**src/rtl/evtcnt_pkg.sv**
```systemverilog
// Shared constants and types for the event counter register shell.
// Assumes a 3-bit register offset and a data word of at least 4 bits.
package evtcnt_pkg;

    localparam int ADDR_W    = 3;
    localparam int NUM_FLAGS = 2;

    localparam logic [ADDR_W-1:0] OFS_CTRL  = 3'd0;
    localparam logic [ADDR_W-1:0] OFS_CFG   = 3'd1;
    localparam logic [ADDR_W-1:0] OFS_CEIL  = 3'd2;
    localparam logic [ADDR_W-1:0] OFS_CMP   = 3'd3;
    localparam logic [ADDR_W-1:0] OFS_STAT  = 3'd4;
    localparam logic [ADDR_W-1:0] OFS_CLR   = 3'd5;
    localparam logic [ADDR_W-1:0] OFS_COUNT = 3'd6;

    // Index of each write-complete flag in the status and clear words
    localparam int FLG_CMP  = 0;
    localparam int FLG_CEIL = 1;

    typedef enum logic [1:0] {
        EDGE_RISE = 2'b00,
        EDGE_FALL = 2'b01,
        EDGE_BOTH = 2'b10
    } edge_sel_e;

    typedef struct packed {
        edge_sel_e pol;
        logic      ext_mode;
        logic      enc_mode;
    } cfg_t;

    localparam int CFG_W = $bits(cfg_t);

endpackage

```
**src/rtl/evtcnt_wrsync.sv**
```systemverilog
// Write-complete flag: delays an accepted-write pulse by STAGES edges,
// then holds a sticky flag until software clears it.
// Assumes STAGES >= 1; a pending set beats a clear in the same cycle.
module evtcnt_wrsync #(
    parameter int STAGES = 2
) (
    input  logic clk,
    input  logic rst_n,
    input  logic set_i,
    input  logic clr_i,
    output logic flag_o
);

    logic [STAGES-1:0] pipe_q;

    generate
        if (STAGES == 1) begin : g_single
            // Single-stage delay of the accepted write
            always_ff @(posedge clk) begin
                if (!rst_n) pipe_q <= '0;
                else        pipe_q <= set_i;
            end
        end else begin : g_multi
            // Shift the accepted write through the delay line
            always_ff @(posedge clk) begin
                if (!rst_n) pipe_q <= '0;
                else        pipe_q <= {pipe_q[STAGES-2:0], set_i};
            end
        end
    endgenerate

    // Sticky flag: set from the delay line, cleared by software
    always_ff @(posedge clk) begin
        if (!rst_n)                  flag_o <= 1'b0;
        else if (pipe_q[STAGES-1])   flag_o <= 1'b1;
        else if (clr_i)              flag_o <= 1'b0;
    end

endmodule

```
**src/rtl/evtcnt_core.sv**
```systemverilog
// Up/down event counter that wraps at a programmable ceiling.
// Assumes pulses are single-cycle and synchronous to clk; clear_i wins.
module evtcnt_core #(
    parameter int W = 16
) (
    input  logic         clk,
    input  logic         rst_n,
    input  logic         clear_i,
    input  logic         run_i,
    input  logic         up_i,
    input  logic         dn_i,
    input  logic [W-1:0] ceil_i,
    output logic [W-1:0] cnt_o
);

    logic         step_up;
    logic         step_dn;
    logic [W-1:0] cnt_nxt;

    // Decode a single-direction step; ties cancel
    always_comb begin
        step_up = run_i && up_i && !dn_i;
        step_dn = run_i && dn_i && !up_i;
        cnt_nxt = cnt_o;
        if (step_up)      cnt_nxt = (cnt_o >= ceil_i) ? '0 : cnt_o + 1'b1;
        else if (step_dn) cnt_nxt = (cnt_o == '0) ? ceil_i : cnt_o - 1'b1;
    end

    // Count register with clear on disable
    always_ff @(posedge clk) begin
        if (!rst_n)       cnt_o <= '0;
        else if (clear_i) cnt_o <= '0;
        else              cnt_o <= cnt_nxt;
    end

endmodule

```
**src/rtl/evtcnt_regs.sv**
```systemverilog
// Register shell of the event counter: control, configuration, ceiling,
// compare, status, clear and count. Ceiling and compare are taken only
// while enabled; configuration only while disabled.
// Assumes a single clock and DATA_W >= CFG_W.
module evtcnt_regs
    import evtcnt_pkg::*;
#(
    parameter int DATA_W      = 16,
    parameter int SYNC_STAGES = 2
) (
    input  logic              clk,
    input  logic              rst_n,
    input  logic [ADDR_W-1:0] bus_addr,
    input  logic              bus_wr,
    input  logic [DATA_W-1:0] bus_wdata,
    output logic [DATA_W-1:0] bus_rdata,
    input  logic              cnt_up,
    input  logic              cnt_dn
);

    localparam logic [DATA_W-1:0] CEIL_RST = '1;

    logic                 en_q;
    logic                 run_q;
    cfg_t                 cfg_q;
    logic [DATA_W-1:0]    ceil_q;
    logic [DATA_W-1:0]    cmp_q;
    logic [DATA_W-1:0]    cnt_w;
    logic [NUM_FLAGS-1:0] acc_set;
    logic [NUM_FLAGS-1:0] clr_req;
    logic [NUM_FLAGS-1:0] flags;
    logic                 wr_ctrl, wr_cfg, wr_ceil, wr_cmp, wr_clr;

    // Address decode of write strobes
    always_comb begin
        wr_ctrl = bus_wr && (bus_addr == OFS_CTRL);
        wr_cfg  = bus_wr && (bus_addr == OFS_CFG);
        wr_ceil = bus_wr && (bus_addr == OFS_CEIL);
        wr_cmp  = bus_wr && (bus_addr == OFS_CMP);
        wr_clr  = bus_wr && (bus_addr == OFS_CLR);
    end

    // Control: enable bit and running state started by the start bit
    always_ff @(posedge clk) begin
        if (!rst_n) begin
            en_q  <= 1'b0;
            run_q <= 1'b0;
        end else if (wr_ctrl) begin
            en_q  <= bus_wdata[0];
            run_q <= bus_wdata[0] && (bus_wdata[1] || run_q);
        end
    end

    // Configuration: only changed while the block is disabled
    always_ff @(posedge clk) begin
        if (!rst_n)               cfg_q <= '0;
        else if (wr_cfg && !en_q) cfg_q <= cfg_t'(bus_wdata[CFG_W-1:0]);
    end

    // Ceiling and compare: only accepted while enabled
    always_ff @(posedge clk) begin
        if (!rst_n) begin
            ceil_q <= CEIL_RST;
            cmp_q  <= '0;
        end else begin
            if (wr_ceil && en_q) ceil_q <= bus_wdata;
            if (wr_cmp && en_q)  cmp_q  <= bus_wdata;
        end
    end

    // Per-flag set and clear requests
    always_comb begin
        acc_set           = '0;
        acc_set[FLG_CMP]  = wr_cmp && en_q;
        acc_set[FLG_CEIL] = wr_ceil && en_q;
        clr_req           = wr_clr ? bus_wdata[NUM_FLAGS-1:0] : '0;
    end

    generate
        for (genvar i = 0; i < NUM_FLAGS; i++) begin : g_flag
            evtcnt_wrsync #(.STAGES(SYNC_STAGES)) sync_i (
                .clk    (clk),
                .rst_n  (rst_n),
                .set_i  (acc_set[i]),
                .clr_i  (clr_req[i]),
                .flag_o (flags[i])
            );
        end
    endgenerate

    evtcnt_core #(.W(DATA_W)) core_i (
        .clk     (clk),
        .rst_n   (rst_n),
        .clear_i (!en_q),
        .run_i   (run_q),
        .up_i    (cnt_up),
        .dn_i    (cnt_dn),
        .ceil_i  (ceil_q),
        .cnt_o   (cnt_w)
    );

    // Read multiplexer
    always_comb begin
        bus_rdata = '0;
        case (bus_addr)
            OFS_CTRL:  bus_rdata[1:0]          = {run_q, en_q};
            OFS_CFG:   bus_rdata[CFG_W-1:0]    = cfg_q;
            OFS_CEIL:  bus_rdata               = ceil_q;
            OFS_CMP:   bus_rdata               = cmp_q;
            OFS_STAT:  bus_rdata[NUM_FLAGS-1:0] = flags;
            OFS_COUNT: bus_rdata               = cnt_w;
            default:   bus_rdata               = '0;
        endcase
    end

endmodule

```
**config.mk**
```make
export PLATFORM = sky130hd
export DESIGN_NAME = evtcnt_regs
export DESIGN_NICKNAME = d
export VERILOG_FILES = /design/src/rtl/evtcnt_pkg.sv /design/src/rtl/evtcnt_wrsync.sv /design/src/rtl/evtcnt_core.sv /design/src/rtl/evtcnt_regs.sv
export SDC_FILE = /design/constraint.sdc
export NUM_CORES = 1
export LEC_CHECK = 0
export BUFFER_PORTS_ARGS = -buffer_cell sky130_fd_sc_hd__buf_2
export CAP_MARGIN = 20
export CORE_MARGIN = 10
export CORE_UTILIZATION = 50
export DETAILED_ROUTE_END_ITERATION = 7
export PLACE_DENSITY = 0.72
export SLEW_MARGIN = 20
export SYNTH_ARGS = -nofsm -noshare
export SYNTH_HDL_FRONTEND = slang
export SYNTH_SLANG_ARGS = --single-unit
export TNS_END_PERCENT = 20
```
**constraint.sdc**
```tcl
create_clock -name clk -period 2.5 [get_ports clk]
set_clock_uncertainty 0.2 [all_clocks]
set_input_delay 0.5 -clock clk [delete_from_list [all_inputs] [get_ports clk]]
set_output_delay 0.5 -clock clk [all_outputs]
set_load 0.03 [all_outputs]
```
==> flow_metrics.env, run 1 <==
export IMPL_status="finished with violations"
export IMPL_violations="setup timing"
export IMPL_grt_usage_pct=21.0
export IMPL_fin_crit_sh_pct=101
export IMPL_fillCellCount=631
export IMPL_cts_htree_levels=3
export IMPL_routed_via_density=5.99
export IMPL_die_height_um=109
export IMPL_ant_nets=0
export IMPL_cts_buffers=9
export IMPL_fmax_ghz=0.397
export IMPL_num_vias=4147
export IMPL_async_reset_ff_share_pct=0
export IMPL_critPathCaptureType="flip-flop"
export IMPL_ys_top_cells_by_area="dfxtp_1 (30%), nand2_1 (8.2%), ha_1 (6.0%)"
export IMPL_crit_path_start_kind="flip-flop"
export IMPL_power_density_mw_per_mm2=405
export IMPL_fin_crit_ns=2.52
export IMPL_rsz0062_at_grt="yes"
export IMPL_grt_overflow_total=0
export IMPL_syn2layout_area_growth_pct=24.9
export IMPL_layout_area_seq_sq_mm=0.00121
export IMPL_slew_violations=0
export IMPL_wirelength_mm=12.7
export IMPL_io_buffers=39
export IMPL_synth_cell_types=61
export IMPL_synthesis_area_sq_mm=0.00399
export IMPL_post_synth_most_frequent_cells="nand2_1 (87), dfxtp_1 (60), clkbuf_1 (24), inv_1 (24), a21oi_1 (21)"
export IMPL_ioPinCount=40
export IMPL_clk_pin_slew_ns=0.08
export IMPL_fin_util_pct=64.5
export IMPL_setup_slack_ns=-0.0182
export IMPL_core_region_area_sq_mm=0.00773
export IMPL_ir_drop_uv=314
export IMPL_yosysMostFrequentCell="nand2_1"
export IMPL_clockBufferDepth=2
export IMPL_grt_max_degree=28
export IMPL_setup_viol=3
export IMPL_p_leak_nw=2.18
export IMPL_worstHoldPathType="in2reg"
export IMPL_wire_per_inst_um=18.4
export IMPL_finalNonFillerCells=692
export IMPL_die_w_um=109
export IMPL_cts_hold_buf=0
export IMPL_path_max_fanout=5
export IMPL_grt_pass1_wl_mm=19.9
export IMPL_synth_area_per_cell_sq_um=7.89
export IMPL_critPathKind="reg2reg"
export IMPL_multiInputGateArea_sq_mm=0.00265
export IMPL_clk_latency_ns=0.35
export IMPL_syn_nets=549
export IMPL_drt_iter0_markers=367
export IMPL_critPathRequiredTime_ns=2.54
export IMPL_clock_sinks=60
export IMPL_hold_viol_final=0
export IMPL_ys_flop_type="dfxtp_1"
export IMPL_diodes=0
export IMPL_firstDrtPassIters=5
export IMPL_hpwlAfterDp_mm=9.17
export IMPL_dp_slack_ns=-0.0736
export IMPL_gp_congestion=0.988
export IMPL_cts_root_buffer="clkbuf_8"
export IMPL_cts_tree="built"
export IMPL_placed_cells=665
export IMPL_synth_edf_count=0
export IMPL_drc=0
export IMPL_synth_top_cell_by_area="dfxtp_1"
export IMPL_final_nets=628
export IMPL_yosysWarnings=0
export IMPL_drv_cap=0
export IMPL_drive_gt1_share_pct=29.5
export IMPL_ys_seq_area_share_pct=30.1
export IMPL_cp_arrival_ns=2.55
export IMPL_worstMarginPinSlew_ns=0.570
export IMPL_netlist_instances=506
export IMPL_dieArea_sq_mm=0.0120
export IMPL_yosysTopAreaCellShare_pct=30.1
export IMPL_grt_pass1_vias=4005
export IMPL_ys_ff_latch=60
export IMPL_antenna_found_initial=0
export IMPL_start_util_pct=51.7
export IMPL_row_count=32
export IMPL_slew_headroom_pct=62.0
-- repair_timing --
item,4_1_cts,5_1_grt
setup endpoints to repair,6,14
buffers inserted,1,8
resized for setup,6,35
gates cloned,0,2
hold endpoints to repair,0,0
pin swaps,2,16
-- power by group --
group / leakage [nW] / switching [mW] / internal, mW
combinational: 1.60 / 0.0999 / 0.0677
clock: 0.0927 / 0.432 / 0.460
sequential: 0.484 / 0.00258 / 0.958
total: 2.18 / 0.534 / 1.49
-- flip-flops by register name (all words and copies together), names as in the netlist --
register,flops
ceil_q,16
cmp_q,16
core_i.cnt_o,16
cfg_q,4
g_flag.sync_i.pipe_q,4
g_flag.sync_i.flag_o,2
en_q,1
run_q,1
-- cell families (layout without fill, tap and decap cells) --
| logic type | count (synthesis) | count (layout) | share of synthesized area (%) |
|---|---|---|---|
| AOI/OAI and AO/OA | 128 | 128 | 21.5 |
| xor gates and xnor gates | 9 | 9 | 1.97 |
| adders and majority gates | 19 | 19 | 5.96 |
| buffers and inverters | 62 | 145 | 7.99 |
| DFF | 60 | 60 | 30.1 |
| muxes | 22 | 22 | 6.18 |
| and+or+nand+nor | 206 | 207 | 26.3 |
-- per-layer routing --
metal | GRT usage (%) | part of all wire (%) | up-vias
met4 | 10.2 | 4.2 | 0
met2 | 33.3 | 47 | 226
met5 | 0 | 0 | -
met1 | 26.6 | 41 | 1905
li1 | - | - | 1965
met3 | 4.45 | 8.0 | 51
-- path summary, 6_finish.rpt --
check,depth (start not counted),start,to,slack [ns]
setup / recovery,10,ceil_q[14],core_i.cnt_o[11],-0.02
hold / removal,3,bus_wdata[13],ceil_q[13],0.18
setup reg to reg,10,ceil_q[14],core_i.cnt_o[11],-0.02
hold reg to reg,1,g_flag[1].sync_i.pipe_q[0],g_flag[1].sync_i.pipe_q[1],0.23
-- final cells by class --
class	instances	share of cell area, %
clock buffer	10	2.56
clock inverter	6	1.28
inverter	24	1.86
multi-input combinational	385	53.1
sequential	60	24.3
tap	102	2.56
timing repair buffer	105	14.4
-- worst max-delay path, cell delays in order (launching register included) --
cell and delay [ns]:
dfxtp_2 0.34, inv_2 0.05, ha_4 0.27, nand4_1 0.15, nor3_2 0.26, or4b_4 0.52, nand3_4 0.12, buf_6 0.12
buf_4 0.10, a21oi_1 0.03, a211o_1 0.23
-- stage by stage --
| stage | instance area, sq um | power, mW | TNS, ns | hold slack (ns) |
|---|---|---|---|---|
| 6_report | 4980 | 2.02 | -0.0517 | 0.178 |
| 5_1_grt | 4980 | 2.08 | -0.598 | 0.182 |
| 4_1_cts | 4760 | 2.03 | 0 | 0.164 |
| 3_5_place_dp | 4540 | 1.15 | -0.205 | 0.223 |
| 3_3_place_gp | 4540 | 1.15 | -0.00793 | 0.218 |
| 2_1_floorplan | 4000 | 1.08 | -0.262 | 0.212 |
-- placed cells by master (no fill, tap or decap), types with 4 or more instances in the layout --
cell type,instances
or4_4,4
xor2_1,4
o21a_1,6
nand3_1,16
or3_1,6
o21ai_0,18
o21ai_2,4
buf_2,40
nand4_1,5
nor3_1,11
dfxtp_2,7
nor2_1,16
mux2i_1,19
dfxtp_1,53
ha_1,15
xnor2_1,5
buf_4,62
inv_2,5
nand2_1,87
a211o_1,4
o21ai_1,12
nor4_1,6
and2_1,17
clkbuf_8,9
ha_4,4
o211ai_1,17
inv_1,18
o22ai_1,4
a21oi_1,21
nor2b_1,11
and3_1,4
a21boi_0,17
No activity file was read; power rests on OpenSTA's default activity.
==> run 2: changes to the inputs <==
TNS_END_PERCENT = default   (was 20)
==> flow_metrics.env, run 2 (synthesized netlist as in run 1, its figures left out) <==
export IMPL_cts_root_buffer="clkbuf_8"
export IMPL_critPathRequiredTime_ns=2.53
export IMPL_ant_nets=0
export IMPL_clock_sinks=60
export IMPL_rsz0062_at_grt="yes"
export IMPL_tns_ns=0
export IMPL_clk_latency_ns=0.34
export IMPL_drive_gt1_share_pct=29.1
export IMPL_slew_violations=0
export IMPL_wirelength_mm=12.5
export IMPL_critPathCaptureType="flip-flop"
export IMPL_cts_tree="built"
export IMPL_core_region_area_sq_mm=0.00773
export IMPL_timing_rr_start="core_i.cnt_o[1]"
export IMPL_min_from="bus_wdata[9]"
export IMPL_dieArea_sq_mm=0.0120
export IMPL_wire_per_inst_um=17.9
export IMPL_routed_via_density=5.96
export IMPL_grt_pass1_wl_mm=19.8
export IMPL_crit_path_start_kind="flip-flop"
export IMPL_layout_common_cells="nand2_1 (87), buf_4 (67), dfxtp_1 (55)"
export IMPL_clockBufferDepth=2
export IMPL_placed_cells=679
export IMPL_critPathKind="reg2reg"
export IMPL_row_count=32
export IMPL_drt_iter0_markers=326
export IMPL_top_regs="ceil_q: 16 flops, cmp_q: 16 flops, core_i.cnt_o: 16 flops"
export IMPL_ir_drop_uv=345
export IMPL_die_w_um=109
export IMPL_status="complete, no violations"
export IMPL_fin_crit_ns=2.49
export IMPL_r2r_slack_ns=0.006
export IMPL_num_vias=4165
export IMPL_final_nets=636
export IMPL_worstHoldPathType="in2reg"
export IMPL_firstDrtPassIters=5
export IMPL_p_leak_nw=2.26
export IMPL_cts_htree_levels=3
export IMPL_start_util_pct=51.7
export IMPL_slew_headroom_pct=66.0
export IMPL_hpwlAfterDp_mm=9.26
export IMPL_worstMarginPinSlew_ns=0.506
export IMPL_ioPinCount=40
export IMPL_postPlaceCellArea_sq_mm=0.00464
export IMPL_antenna_found_initial=0
export IMPL_fillCellCount=693
export IMPL_cp_startpoint="core_i.cnt_o[1]"
export IMPL_syn2layout_area_growth_pct=25.9
export IMPL_gp_congestion=0.926
export IMPL_cts_buffers=9
export IMPL_multiInputGateArea_sq_mm=0.00261
export IMPL_layout_area_seq_sq_mm=0.00121
export IMPL_grt_usage_pct=20.6
export IMPL_fin_crit_sh_pct=99.8
export IMPL_hold_viol_final=0
export IMPL_clk_pin_slew_ns=0.07
export IMPL_path_max_fanout=4
export IMPL_diodes=0
export IMPL_design_area_sq_mm=0.00502
export IMPL_setup_viol=0
export IMPL_final_common_cell="nand2_1"
export IMPL_die_height_um=109
export IMPL_io_buffers=39
export IMPL_grt_pass1_vias=3984
export IMPL_grt_max_degree=28
export IMPL_drc=0
export IMPL_drv_cap=0
export IMPL_fmax_ghz=0.401
export IMPL_finalNonFillerCells=699
export IMPL_power_density_mw_per_mm2=407
export IMPL_grt_overflow_total=0
export IMPL_hold_ws_ns=0.198
export IMPL_cp_arrival_ns=2.52
==> run 2: final timing paths <==
kind                                                    to  cells after the start
worst max-delay path                      core_i.cnt_o[15]                     10
worst min-delay path                             ceil_q[9]                      3
worst max register to register            core_i.cnt_o[15]                     10
worst min register to register  g_flag[1].sync_i.pipe_q[1]                      1
==> run 2: final cells by class <==
type	count	share of cell area, %
clock buffers	11	3.01
clock inverters	4	0.971
inverters	24	1.89
multi-input cells	385	52.0
flip-flops and latches	60	24.1
well taps	102	2.54
repair buffers	113	15.5
==> run 2: where the power goes <==
group | total [mW] | leakage, nW | internal (mW) | switching, mW
Combinational | 0.164 | 1.67 | 0.0654 | 0.0983
Sequential | 0.960 | 0.484 | 0.957 | 0.00278
Clock | 0.920 | 0.105 | 0.508 | 0.412
Total | 2.04 | 2.26 | 1.53 | 0.513
==> run 2: what timing repair did <==
| item | CTS | global route |
|---|---|---|
| pin swaps | 2 | 4 |
| setup buffers | 1 | 2 |
| gates resized for setup | 3 | 33 |
| cloned | 0 | 2 |
| hold buffers | 0 | 0 |
| endpoints found under the setup margin | 9 | 26 |
==> run 2: critical path, stage by stage, from the launching register on <==
cell,delay (ns)
dfxtp_4,0.37
inv_4,0.06
ha_4,0.12
or4b_4,0.48
buf_6,0.14
nor4_4,0.32
buf_4,0.20
buf_6,0.10
or3_1,0.10
a21oi_1,0.05
a211o_1,0.23
==> run 2: routing by layer <==
metal | up-vias | wire, um | share of wire (%) | GRT usage (%)
met4 | 0 | 485 | 3.9 | 9.20
met5 | - | 0 | 0 | 0
met1 | 1967 | 5050 | 40 | 24.2
met2 | 181 | 6090 | 49 | 34.8
li1 | 1974 | - | - | -
met3 | 43 | 884 | 7.1 | 5.21
==> run 2: stage by stage <==
stage          setup slack [ns]  power [mW]  utilization (%)
2_1_floorplan           0.00224        1.08                -
6_report                0.00619        2.04             65.0
3_5_place_dp            -0.0706        1.14             60.1
3_3_place_gp             0.0119        1.14             60.1
5_1_grt                 -0.0755        2.11             65.0
4_1_cts                 0.00337        2.04             62.9
